### config.mk
export PLATFORM = sky130hd
export DESIGN_NAME = symclaim_stage
export DESIGN_NICKNAME = d
export VERILOG_FILES = /design/src/rtl/symclaim_pkg.sv /design/src/rtl/claim_fsm.sv /design/src/rtl/hold_reg.sv /design/src/rtl/out_latch.sv /design/src/rtl/symclaim_stage.sv
export SDC_FILE = /design/constraint.sdc
export NUM_CORES = 1
export LEC_CHECK = 0
export BUFFER_PORTS_ARGS = -buffer_cell sky130_fd_sc_hd__buf_2
export CAP_MARGIN = 40
export CORE_ASPECT_RATIO = 0.7
export CORE_MARGIN = 8
export CORE_UTILIZATION = 41
export CTS_CLUSTER_SIZE = 30
export DETAILED_ROUTE_END_ITERATION = 8
export GPL_ROUTABILITY_DRIVEN = 0
export PLACE_DENSITY = 0.81
export SLEW_MARGIN = 20
export SYNTH_ARGS = -nofsm -noshare
export SYNTH_HDL_FRONTEND = slang
export SYNTH_SLANG_ARGS = --single-unit
### constraint.sdc
create_clock -name clk -period 1.3 [get_ports clk]
set_input_delay 0.13 -clock clk [delete_from_list [all_inputs] [get_ports clk]]
set_output_delay 0.13 -clock clk [all_outputs]
set_load 0.01 [all_outputs]
### src/rtl/symclaim_pkg.sv
package symclaim_pkg;
    typedef enum logic [1:0] {
        ST_OPEN  = 2'd0,
        ST_HELD  = 2'd1,
        ST_SPENT = 2'd2
    } claim_state_e;
endpackage

### src/rtl/claim_fsm.sv
module claim_fsm
    import symclaim_pkg::*;
(
    input  logic clk,
    input  logic rst_n,
    input  logic sym_valid,
    input  logic sym_is_sync,
    input  logic sym_half_sync,
    input  logic catch_next,
    output logic capture,
    output logic release_o,
    output logic got_mine
);
    claim_state_e state_q, state_d;
    logic sync_now, data_now;

    assign sync_now = sym_valid & sym_is_sync;
    assign data_now = sym_valid & ~sym_is_sync;

    always_ff @(posedge clk or negedge rst_n) begin
        if (!rst_n) state_q <= ST_OPEN;
        else        state_q <= state_d;
    end

    always_comb begin
        state_d = state_q;
        unique case (state_q)
            ST_OPEN:  if (data_now && catch_next) state_d = ST_HELD;
            ST_HELD: begin
                if (sync_now)                                state_d = ST_OPEN;
                else if (!catch_next && !sym_half_sync)      state_d = ST_SPENT;
            end
            ST_SPENT: if (sync_now) state_d = ST_OPEN;
            default:  state_d = ST_OPEN;
        endcase
    end

    always_comb begin
        capture   = 1'b0;
        release_o = 1'b0;
        got_mine  = 1'b0;
        unique case (state_q)
            ST_OPEN:  capture = data_now && catch_next;
            ST_HELD: begin
                release_o = sync_now || (!catch_next && !sym_half_sync);
                got_mine  = catch_next && !sym_half_sync && !sync_now;
            end
            ST_SPENT: ;
            default: ;
        endcase
    end

    // while holding, a data symbol never starts a second claim
    p_single_claim_r6: assert property (@(posedge clk) disable iff (!rst_n)
        (state_q == ST_HELD) |-> !capture);
endmodule

### src/rtl/hold_reg.sv
module hold_reg #(
    parameter int W = 10
) (
    input  logic         clk,
    input  logic         rst_n,
    input  logic         load,
    input  logic [W-1:0] d,
    output logic [W-1:0] q
);
    always_ff @(posedge clk or negedge rst_n) begin
        if (!rst_n)    q <= '0;
        else if (load) q <= d;
    end

    p_hold_load_r2: assert property (@(posedge clk) disable iff (!rst_n)
        load |=> (q == $past(d)));
    p_hold_keep_r6: assert property (@(posedge clk) disable iff (!rst_n)
        !load |=> $stable(q));
endmodule

### src/rtl/out_latch.sv
module out_latch #(
    parameter int W = 10
) (
    input  logic         clk,
    input  logic         rst_n,
    input  logic         load,
    input  logic [W-1:0] d,
    output logic [W-1:0] q,
    output logic         stb
);
    always_ff @(posedge clk or negedge rst_n) begin
        if (!rst_n) begin
            q   <= '0;
            stb <= 1'b0;
        end else begin
            stb <= load;
            if (load) q <= d;
        end
    end

    p_stb_single_r4: assert property (@(posedge clk) disable iff (!rst_n)
        stb |=> !stb);
endmodule

### src/rtl/symclaim_stage.sv
module symclaim_stage #(
    parameter int SYM_W = 10
) (
    input  logic             clk,
    input  logic             rst_n,
    input  logic             sym_valid,
    input  logic             sym_is_sync,
    input  logic             sym_half_sync,
    input  logic [SYM_W-1:0] sym_data,
    input  logic             catch_next,
    output logic             got_mine,
    output logic [SYM_W-1:0] hold_q,
    output logic [SYM_W-1:0] out_data,
    output logic             out_stb
);
    logic capture, release_w;

    claim_fsm u_fsm (
        .clk          (clk),
        .rst_n        (rst_n),
        .sym_valid    (sym_valid),
        .sym_is_sync  (sym_is_sync),
        .sym_half_sync(sym_half_sync),
        .catch_next   (catch_next),
        .capture      (capture),
        .release_o    (release_w),
        .got_mine     (got_mine)
    );

    hold_reg #(.W(SYM_W)) u_hold (
        .clk  (clk),
        .rst_n(rst_n),
        .load (capture),
        .d    (sym_data),
        .q    (hold_q)
    );

    out_latch #(.W(SYM_W)) u_out (
        .clk  (clk),
        .rst_n(rst_n),
        .load (release_w),
        .d    (hold_q),
        .q    (out_data),
        .stb  (out_stb)
    );

    p_gm_quiet_r3: assert property (@(posedge clk) disable iff (!rst_n)
        ((sym_valid && sym_is_sync) || sym_half_sync || !catch_next) |-> !got_mine);
    p_stb_carries_hold_r4: assert property (@(posedge clk) disable iff (!rst_n)
        out_stb |-> (out_data == hold_q));
    p_invalid_no_claim_r9: assert property (@(posedge clk) disable iff (!rst_n)
        !sym_valid |=> $stable(hold_q));
endmodule

==> results.txt, run 1 <==
The maximum vdd drop came out at 940 µV. The number of setup violations in the final report is 21. The share of flip-flops with an asynchronous set or reset came out at 100%. The worst setup path category is flop to primary output. The share of cells above drive strength 1 is 67.0%.

Once the floorplan was initialized, standard cells occupied 42.4% of the core. The synthesis-stage register bit count is 23. For the worst setup path, the data required time is 1170 ps.

The number of top-level design ports is 38. The run finished, with violations left. The cell at the slowest stage of the critical path is dfrtp_1. The total area inside the core boundary comes to 0.00212 mm². In the final layout, the multi-input gates occupy 388 µm². Traced cell by cell, the critical path runs through nand2b_4, buf_6, nor3_2, buf_2.

The clock-pin transition on the worst setup and hold timing paths came out at 120 ps. The remaining design rule violation count is 0. The area growth from synthesis to layout is 42.8%. The largest net degree at the start of global routing is 24. Detailed placement finished with a half-perimeter wire length of 1490 µm. The floorplan die width came out at 72.0 µm. The post-layout utilization of the core is 60.5%. The clock tree buffer depth came out at 2.

The worst slew slack as a fraction of its limit is 66.1%. Global routing consumed, over all layers together, 10.2% of the routing resources. The worst-case clock skew is 4.42 ps. The analysis attributes to cell leakage a power of 0.000636 µW.

Sorting the synthesized cells by area gives the leading types as dfrtp_1 (64%), mux2_1 (14%), mux2_2 (11%). The number of port buffers came out at 37. The cell with the most instances after synthesis is dfrtp_1. The most used flip-flop cell after synthesis is dfrtp_1. The detail-routed net length per standard cell is 15.1 µm. The clock period minus final worst setup slack came out at 1420 ps. Summed over all layers, the routed wires come to 2080 µm. The total number of vias is 642.

The number of antenna repair diodes came out at 0. Counting every instance in the synthesized netlist gives 58. Power spread over the standard cell area amounts to 1790 mW/mm².

The net count after synthesis is 74. At the pin with the least slew margin, the transition time is 509 ps. The first global-routing pass estimated 3080 µm of wire. The number of DRC markers after the initial detailed-route iteration came out at 27. The arrival time of data at the critical path endpoint came out at 1290 ps. In the post-route analysis, the smallest setup slack over all paths is -122 ps. The max-slew violation total from the final report is 0.

The tightest min-delay check is of the primary input to flop type. Setup repair after global routing could not meet its margin everywhere. The area of the mapped netlist is 898 µm². The fraction of the cycle the final worst path needs came out at 109%. The number of clock sinks seen by CTS came out at 23. The number of distinct library cells after synthesis is 14. The post-placement cell area came out at 0.00115 mm².

The clock insertion delay at the later pin of the skew report is 300 ps. The average cell area after synthesis is 15.5 µm². The share of the Yosys chip area taken by registers is 64.1%.

The final non-filler cell area came out at 0.00128 mm². The fmax is 0.703 GHz. In the routed layout, each cell is associated on average with a via count of 4.65. The worst setup path is launched from a flop. Once detail routing completed, the nets flagged for antenna violations numbered 0. The total iterations of the first detailed-routing run came out at 3. The number of hold violations in the final report came out at 0. TritonCTS created 3 clock buffers. Of all cell types, the one taking the most synthesized area is dfrtp_1. The number of synthesized flops with an enable pin came out at 0. The floorplan step defined a die boundary enclosing 0.00397 mm². The fill cell total of the finished layout came out at 172. The level count of the clock H-tree is 1. The endpoint kind of the worst setup timing path is a primary output. The maximum fanout encountered on the critical timing path is 3.

The cell chosen for the clock root is clkbuf_4. The number of antenna violations at the first check in global routing came out at 0. The height of the chip is 55.2 µm. The final reports fail on negative setup slack. The number of global-route vias before repair is 653.

In this run the core area contains 14 standard-cell rows. Summing all flip-flop and latch instances after layout gives 576 µm². After synthesis, the largest area contributor takes up 64.1% of total cell area. The sum of overflow across all layers after global routing is 0. The number of nets in the layout is 123. Ranked by instance count, the synthesized netlist is headed by dfrtp_1 (23), mux2_1 (11), mux2_2 (9). The total of max-cap violations is 0. The Yosys step of the flow raised 0 warnings.

The stage delay of the slowest cell on the critical path is 450 ps. The CTS tree is done.
-- routing by layer --
layer / track usage (%) / part of all wire (%) / vias to the layer above
li1: - / - / 305
met1: 11.2 / 46 / 312
met2: 17.8 / 45 / 23
met3: 6.12 / 8.4 / 2
met4: 1.01 / 0.43 / 0
met5: 0 / 0 / -
-- area by class of cell --
cell class              count  area share (%)
clock buffers               3            1.76
clock inverters             1           0.390
multi-input cells          35            30.2
flip-flops and latches     23            44.9
well taps                  32            3.12
repair buffers             44            19.6
-- worst paths after layout --
kind | from | to | slack, ps | depth (start not counted)
min in group asynchronous | rst_n | u_out.q[8] | 330 | 2
max in group asynchronous | rst_n | u_out.q[2] | 630 | 2
setup / recovery | u_fsm.state_q[1] | got_mine | -120 | 4
hold / removal | sym_valid | u_fsm.state_q[1] | 30 | 2
hold reg to reg | u_out.q[1] | u_out.q[1] | 520 | 1
setup reg to reg | u_fsm.state_q[1] | u_hold.q[5] | -90 | 3
-- cell families after synthesis --
group / Yosys count / synth area share [%]
DFF: 23 / 64.1
muxes: 20 / 25.1
and+or+nand+nor: 9 / 6.41
AOI/OAI and AO/OA: 5 / 3.62
buffers and inverters: 1 / 0.836
-- power breakdown --
part / switching, µW / total, µW / leakage [µW] / internal, µW
Combinational: 355 / 855 / 0.000339 / 500
Clock: 205 / 320 / 0.0000177 / 115
Sequential: 150 / 1120 / 0.000279 / 967
Total: 710 / 2290 / 0.000636 / 1580
-- metrics by stage --
step / instances / setup TNS [ps] / worst slack, ps / hold WS (ps) / power [µW]
2_1_floorplan: 58 / 0 / 2.07 / -166 / 1460
3_3_place_gp: 131 / -166 / -32.4 / 117 / 1800
3_5_place_dp: 131 / -838 / -92.3 / 126 / 1830
4_1_cts: 137 / -778 / -105 / 15.5 / 2170
5_1_grt: 138 / -1900 / -176 / 18.0 / 2460
6_report: 138 / -994 / -122 / 28.4 / 2290
-- worst max-delay path: cells and delay by family (launching register included) --
| kind | cells | cell delay (ps) |
|---|---|---|
| and+or+nand+nor | 2 | 270 |
| DFF | 1 | 450 |
| buffers and inverters | 2 | 270 |
-- state kept, by name, indices dropped and copies added, names as in the netlist --
name           flops
u_fsm.state_q      2
u_hold.q          10
u_out.q           10
u_out.stb          1
-- cells in the final DEF, fill, tap and decap left out, types with 2 or more instances in the layout --
master and n:
buf_6 3, nand2_1 2, clkbuf_4 3, mux2_4 10, buf_4 3, buf_2 37
a21oi_1 2, dfrtp_1 23, mux2_2 8, mux2_1 2, nand2_2 2
-- what timing repair did --
item,CTS,global route
setup endpoints to repair,21,21
pin swaps,2,1
hold buffers,1,0
buffers inserted,1,0
gates cloned,0,1
endpoints found under the hold margin,23,0
gates resized for setup,6,12
Power figures use the tool's default switching activity.
==> run 2: changes to the inputs <==
--- a/config.mk
+++ b/config.mk
@@ -5,15 +5,16 @@
 export SDC_FILE = /design/constraint.sdc
 export NUM_CORES = 1
 export LEC_CHECK = 0
+export ABC_CLOCK_PERIOD_IN_PS = 1600
 export BUFFER_PORTS_ARGS = -buffer_cell sky130_fd_sc_hd__buf_2
 export CAP_MARGIN = 40
 export CORE_ASPECT_RATIO = 0.7
 export CORE_MARGIN = 8
-export CORE_UTILIZATION = 41
+export CORE_UTILIZATION = 40
 export CTS_CLUSTER_SIZE = 30
 export DETAILED_ROUTE_END_ITERATION = 8
 export GPL_ROUTABILITY_DRIVEN = 0
-export PLACE_DENSITY = 0.81
+export PLACE_DENSITY = 0.77
 export SLEW_MARGIN = 20
 export SYNTH_ARGS = -nofsm -noshare
 export SYNTH_HDL_FRONTEND = slang
==> constraint.sdc (replaced) <==
create_clock -name clk -period 1.6 [get_ports clk]
set_input_delay 0.16 -clock clk [delete_from_list [all_inputs] [get_ports clk]]
set_output_delay 0.16 -clock clk [all_outputs]
set_load 0.01 [all_outputs]
==> run 2 against run 1 <==
Against the previous run: the run now ends clean; design area fell by 8.6%; cell count is 4.3% lower; die area is 1.9% higher; first-iteration DRC count decreased by 70%; wire length down 9.4%; global-route usage shrank 0.29 points; utilization shrank 5.6 points; clock skew fell by 0.72 ps; combinational power fell by 35%; largest cell class unchanged.
==> results.txt, run 2 (synthesis gave the netlist of run 1 again) <==
The flow ran to the end, and the final reports show no timing, DRC or antenna violations. The floorplan die width came out at 72.6 µm (+0.97%). The clock network fraction of total power is 15.1% (+1.2 points). The arrival time of data at the critical path endpoint was 1270 ps (-20 ps). The largest net degree at the start of global routing came out at 24 (unchanged).

The die outline area is 0.00404 mm² (+1.9%). The fmax came out at 0.700 GHz. The worst setup path is launched from a flop. The relative contribution of sequential cells to total power came to 52.3% (+3.6 points). STA classifies the critical path endpoint as a primary output. In this run the worst hold path is classified as primary input to flop. The total iterations of the first detailed-routing run was 3 (unchanged). The post-synthesis to final-layout area growth is 30.5%. The number of DRC markers after the initial detailed-route iteration is 8 (-70%). The total of max-cap violations came out at 0 (unchanged). In the final layout, the registers with the most flip-flops are u_hold.q: 10 flops, u_out.q: 10 flops, u_fsm.state_q: 2 flops. The final-layout worst hold slack came to 52.1 ps (+23.8 ps). The slew at the pin closest to its max-slew limit is 490 ps (-19.1 ps).

The worst slew slack as a fraction of its limit is 67.3% (+1.3 points). The HPWL after detailed placement is 1480 µm (-0.76%). The signal on the critical path passes through nand2b_1, nor3_1, buf_2.

The final wirelength is 1880 µm (-9.4%). The internal power consumption is 1170 µW (-26%). The maximum fanout encountered on the critical timing path is 4 (+1).

The share of total power consumed by net switching is 31.7% (+0.69 points). The global-route wire length before repair came out at 3170 µm (+2.7%). The setup slack after placement is 188 ps (+280 ps). The starting density of the core came out at 42.0% (-0.35 points). In the layout the commonest cells are buf_2 (37), dfrtp_1 (23), mux2_1 (11), mux2_2 (9), clkbuf_4 (3).

The number of antenna repair diodes came out at 0 (unchanged). The level count of the clock H-tree came out at 1 (unchanged). The count of buffer and inverter cells on the critical path is 1 (-1). The via-per-instance ratio came to 4.68 (+0.64%). The area of the core came to 0.00214 mm² (+0.83%). The number of setup violations in the final report came out at 0 (-100%). The share of cells above drive strength 1 was 53.0% (-14 points). Setup repair after global routing left no endpoint under its margin.

The required arrival time at the worst endpoint is 1440 ps (+270 ps). The total power density per cell area came out at 1460 mW/mm² (-18%). The clock insertion delay at the later pin of the skew report came out at 300 ps (about the same).

The number of top-level design ports came out at 38 (unchanged). The count of antenna-violating nets left after detailed routing is 0 (unchanged). The family with the most delay on the worst path is flip-flops. The detail-routed net length per standard cell was 14.3 µm (-5.3%).

The number of buffers inserted by hold repair at cts is 1 (unchanged). The number of hold violations in the final report was 0 (unchanged). The number of buffers created by CTS is 3 (unchanged). The number of global-route vias before repair is 701 (+7.4%). The global-route usage over all layers is 9.95% (-0.29 points). The number of nets in the layout is 117 (-4.9%). The leakage power of the design is 0.000571 µW (-10%). The worst setup path is of the flop to primary output kind. The tree is rooted in a clkbuf_4. The accumulated negative setup slack was 0 ps (+994 ps). The number of antenna violations at the first check in global routing was 0 (unchanged). The post-layout total power is 1710 µW (-25%). The maximum vdd drop was 768 µV (-18%). The clock-pin transition on the worst setup and hold timing paths came to 120 ps (about the same). The worst-case setup margin in the final layout is 172 ps (+295 ps). The stage delay of the slowest cell on the critical path is 430 ps (-20 ps). The number of buffers inserted to repair setup after CTS came out at 0 (-1).

Dividing the final minimum period by the clock period gives 89.2%. The max-slew violation total from the final report is 0 (unchanged). The CTS tree is done. The clock period minus final worst setup slack came out at 1430 ps. The number of placement rows is 14 (unchanged). The fill cell total of the finished layout came out at 187 (+8.7%). The switching power came out at 543 µW (-24%). The cell at the slowest stage of the critical path is dfrtp_1. The remaining design rule violation count came to 0 (unchanged).

The total number of vias came out at 618 (-3.7%). The library cell used most frequently in the layout, excluding fill and tap cells, is buf_2. The worst-case clock skew is 3.70 ps (-0.721 ps). The sum of overflow across all layers after global routing is 0 (unchanged). The post-cts repair resize count is 0 (-6). The clock tree buffer depth is 2 (unchanged).

The portion of total power attributed to combinational logic is 32.6% (-4.7 points). The height of the chip was 55.7 µm (+0.88%). The number of clock sinks seen by CTS came out at 23 (unchanged). The number of port buffers is 37 (unchanged).
[run 2: worst paths after layout]
path	from	to	slack (ps)	cells past startpoint
worst max-delay path	u_fsm.state_q[1]	got_mine	170	3
worst min-delay path	sym_is_sync	u_fsm.state_q[1]	50	2
worst max register to register	u_fsm.state_q[1]	u_hold.q[0]	180	3
worst min register to register	u_out.q[4]	u_out.q[4]	490	1
max in group asynchronous	rst_n	u_fsm.state_q[0]	930	2
min in group asynchronous	rst_n	u_out.q[8]	340	2
[run 2: cell type report]
type	instances	area [µm²]	share of cell area [%]
clock buffer	4	26.3	2.24
multi-input combinational	34	315	26.9
sequential	23	576	49.1
tap	32	40.0	3.42
timing repair buffer	39	215	18.4
[run 2: routing by layer]
| metal | track usage, % | vias up | part of all wire (%) |
|---|---|---|---|
| li1 | - | 291 | - |
| met1 | 10.7 | 297 | 41 |
| met2 | 16.0 | 28 | 48 |
| met3 | 6.12 | 2 | 11 |
| met4 | 2.56 | 0 | 0.80 |
| met5 | 0 | - | 0 |
[run 2: power by group through the flow]
stage	Combinational, µW	Clock, µW	Sequential, µW
after floorplan	182	0	1000
after global placement	561	0	897
after detailed placement	575	0	912
after CTS	579	278	900
after global routing	612	299	928
final	558	259	897
[run 2: through the flow]
step	instance area (µm²)	cells	utilization (%)
6_report	1170	132	54.9
5_1_grt	1170	132	54.9
4_1_cts	1170	132	54.9
3_5_place_dp	1140	127	53.2
3_3_place_gp	1140	127	53.2
2_1_floorplan	898	58	-
==> run 3: changes to the inputs <==
--- a/config.mk
+++ b/config.mk
@@ -10,11 +10,11 @@
 export CAP_MARGIN = 40
 export CORE_ASPECT_RATIO = 0.7
 export CORE_MARGIN = 8
-export CORE_UTILIZATION = 40
+export CORE_UTILIZATION = 45
 export CTS_CLUSTER_SIZE = 30
 export DETAILED_ROUTE_END_ITERATION = 8
 export GPL_ROUTABILITY_DRIVEN = 0
-export PLACE_DENSITY = 0.77
+export PLACE_DENSITY = 0.84
 export SLEW_MARGIN = 20
 export SYNTH_ARGS = -nofsm -noshare
 export SYNTH_HDL_FRONTEND = slang
==> run 3 against run 2 <==
Against the previous run: design area decreased by 2.1%; total power shrank 0.32%; critical path depth unchanged; fmax rose by 0.46%; wire length fell by 0.37%; clock skew increased by 7.3 ps; via count increased by 0.16%.
==> results.txt, run 3 (synthesis gave the netlist of run 1 again) <==
The number of hold violations in the final report is 0 (unchanged). The kind of path behind the tightest hold check is primary input to flop. The portion of total power attributed to combinational logic is 32.3% (-0.3 points). The total of max-cap violations came out at 0 (unchanged). The HPWL after detailed placement was 1460 µm (-1.5%).

The number of buffers inserted to repair setup after CTS came out at 0 (unchanged). The post-layout instance count excluding filler cells is 122 (-7.6%). The total instance count after detailed placement came to 117 (-7.9%). The final wirelength is 1880 µm (-0.37%). The maximum vdd drop came out at 1060 µV (+38%). The total iterations of the first detailed-routing run is 2 (-1). The worst-case clock skew was 11.0 ps (+7.30 ps). The share of total power consumed by net switching was 31.7% (+0.038 points). The top cell types in the final layout, fill and taps aside, are buf_2 (37), dfrtp_1 (23), mux2_1 (11), mux2_2 (9), clkbuf_4 (3). The height of the chip came out at 53.4 µm (-4.1%). STA classifies the critical path startpoint as a flop. The path depth of the worst reg2reg path is 3 (unchanged). The number of placement rows is 13 (-1). The internal power consumption is 1170 µW (-0.38%). The largest registers in the layout are u_hold.q: 10 flops, u_out.q: 10 flops, u_fsm.state_q: 2 flops. The number of antenna violations at the first check in global routing is 0 (unchanged).

The switching power is 542 µW (-0.20%). The number of top-level design ports came out at 38 (unchanged). The total number of vias is 619 (+0.16%). The floorplan die width is 69.4 µm (-4.5%). The clock network fraction of total power was 15.4% (+0.3 points). The area of the core is 0.00187 mm² (-12%). The number of buffers created by CTS came out at 3 (unchanged). The worst setup path is captured at a flop. The starting density of the core is 48.0% (+6.0 points). The maximum fanout encountered on the critical timing path is 10 (+6). The number of nets in the layout was 117 (unchanged).

The count of antenna-violating nets left after detailed routing came out at 0 (unchanged). The global-route wire length before repair is 3070 µm (-3.1%). The required arrival time at the worst endpoint came to 1800 ps (+360 ps). The share of cells above drive strength 1 came out at 53.0% (unchanged).

The sum of overflow across all layers after global routing came out at 0 (unchanged). The clock insertion delay at the later pin of the skew report came out at 310 ps (about the same). The accumulated negative setup slack is 0 ps (unchanged). The flow ran to the end, and the final reports show no timing, DRC or antenna violations. The detail-routed net length per standard cell is 15.4 µm (+7.8%).

The number of global-route vias before repair is 639 (-8.8%). The leakage power of the design was 0.000568 µW (-0.53%). The fraction of the cycle the final worst path needs came out at 88.8% (-0.40 points). The remaining design rule violation count was 0 (unchanged). The post-synthesis to final-layout area growth came out at 27.7%. The die outline area came out at 0.00370 mm² (-8.4%). The clock-pin transition on the worst setup and hold timing paths came out at 110 ps (about the same). The number of setup violations in the final report is 0 (unchanged). The CTS tree is done.

The number of antenna repair diodes is 0 (unchanged). The level count of the clock H-tree was 1 (unchanged). The number of DRC markers after the initial detailed-route iteration came out at 7 (-1).

The largest net degree at the start of global routing came out at 24 (unchanged). By startpoint and endpoint, the worst setup path is classified as flop to flop. The via-per-instance ratio is 5.07 (+8.4%). The number of port buffers is 37 (unchanged). The total power density per cell area is 1490 mW/mm² (+1.9%).

The clock tree buffer depth came out at 2 (unchanged). The arrival time of data at the critical path endpoint came out at 1620 ps (+350 ps). The worst slew slack as a fraction of its limit was 67.0% (-0.35 points). The clock period minus final worst setup slack is 1420 ps (-6.48 ps). The tree is rooted in a clkbuf_4. The number of clock sinks seen by CTS came out at 23 (unchanged). The relative contribution of sequential cells to total power came to 52.3% (about the same). The number of cells on the worst hold path came out at 2 (unchanged).

The slew at the pin closest to its max-slew limit is 495 ps (+5.30 ps). The max-slew violation total from the final report came to 0 (unchanged). Setup repair after global routing left no endpoint under its margin. The fmax is 0.704 GHz (+0.46%). The most common cell after layout, fill and taps aside is buf_2.

The global-route usage over all layers was 10.7% (+0.70 points).
## run 3: path summary, 6_finish.rpt
| check | end | start | slack (ps) |
|---|---|---|---|
| worst max-delay path | u_hold.q[0] | u_fsm.state_q[1] | 180 |
| worst min-delay path | u_fsm.state_q[1] | sym_is_sync | 50 |
| worst max register to register | u_hold.q[0] | u_fsm.state_q[1] | 180 |
| worst min register to register | u_out.q[8] | u_out.q[8] | 500 |
| max in group asynchronous | u_out.q[5] | rst_n | 930 |
| min in group asynchronous | u_out.q[1] | rst_n | 330 |
## run 3: timing repair
item | in CTS | in global routing
hold buffers | 1 | 0
hold endpoints to repair | 23 | 0
gates resized for setup | 0 | 0
## run 3: per-stage QoR
step                setup slack (ps)  power [µW]  area (µm²)  utilization [%]  hold WS (ps)
floorplan                        288        1180         898                -          -136
global placement                 245        1450        1110             59.4           142
detailed placement               175        1480        1110             59.4           149
CTS                              159        1730        1150             61.3          39.2
global route                    99.2        1820        1150             61.3          56.5
finish                           179        1710        1150             61.3          52.0
## run 3: metal layers
metal	wire, µm	GRT usage (%)	vias up
li1	-	-	295
met2	814	15.4	29
met1	823	12.2	290
met3	212	6.72	5
met4	25	5.08	0
met5	0	0	-
## run 3: layout make-up
class                      count  area (µm²)
timing repair buffer          39         203
sequential                    23         576
multi-input combinational     34         315
tap                           22        27.5
fill                         167         723
clock buffer                   4        26.3
## run 3: power groups by stage
stage	sequential (µW)	combinational [µW]	clock (µW)
floorplan	1000	182	0
global placement	900	553	0
detailed placement	909	567	0
CTS	896	570	267
global route	919	615	288
finish	893	552	263
## run 3: worst max-delay path, stage by stage (launching register included)
cell     delay [ps]
dfrtp_1         430
nor4b_2         300
nand2_2         230
mux2_1          360
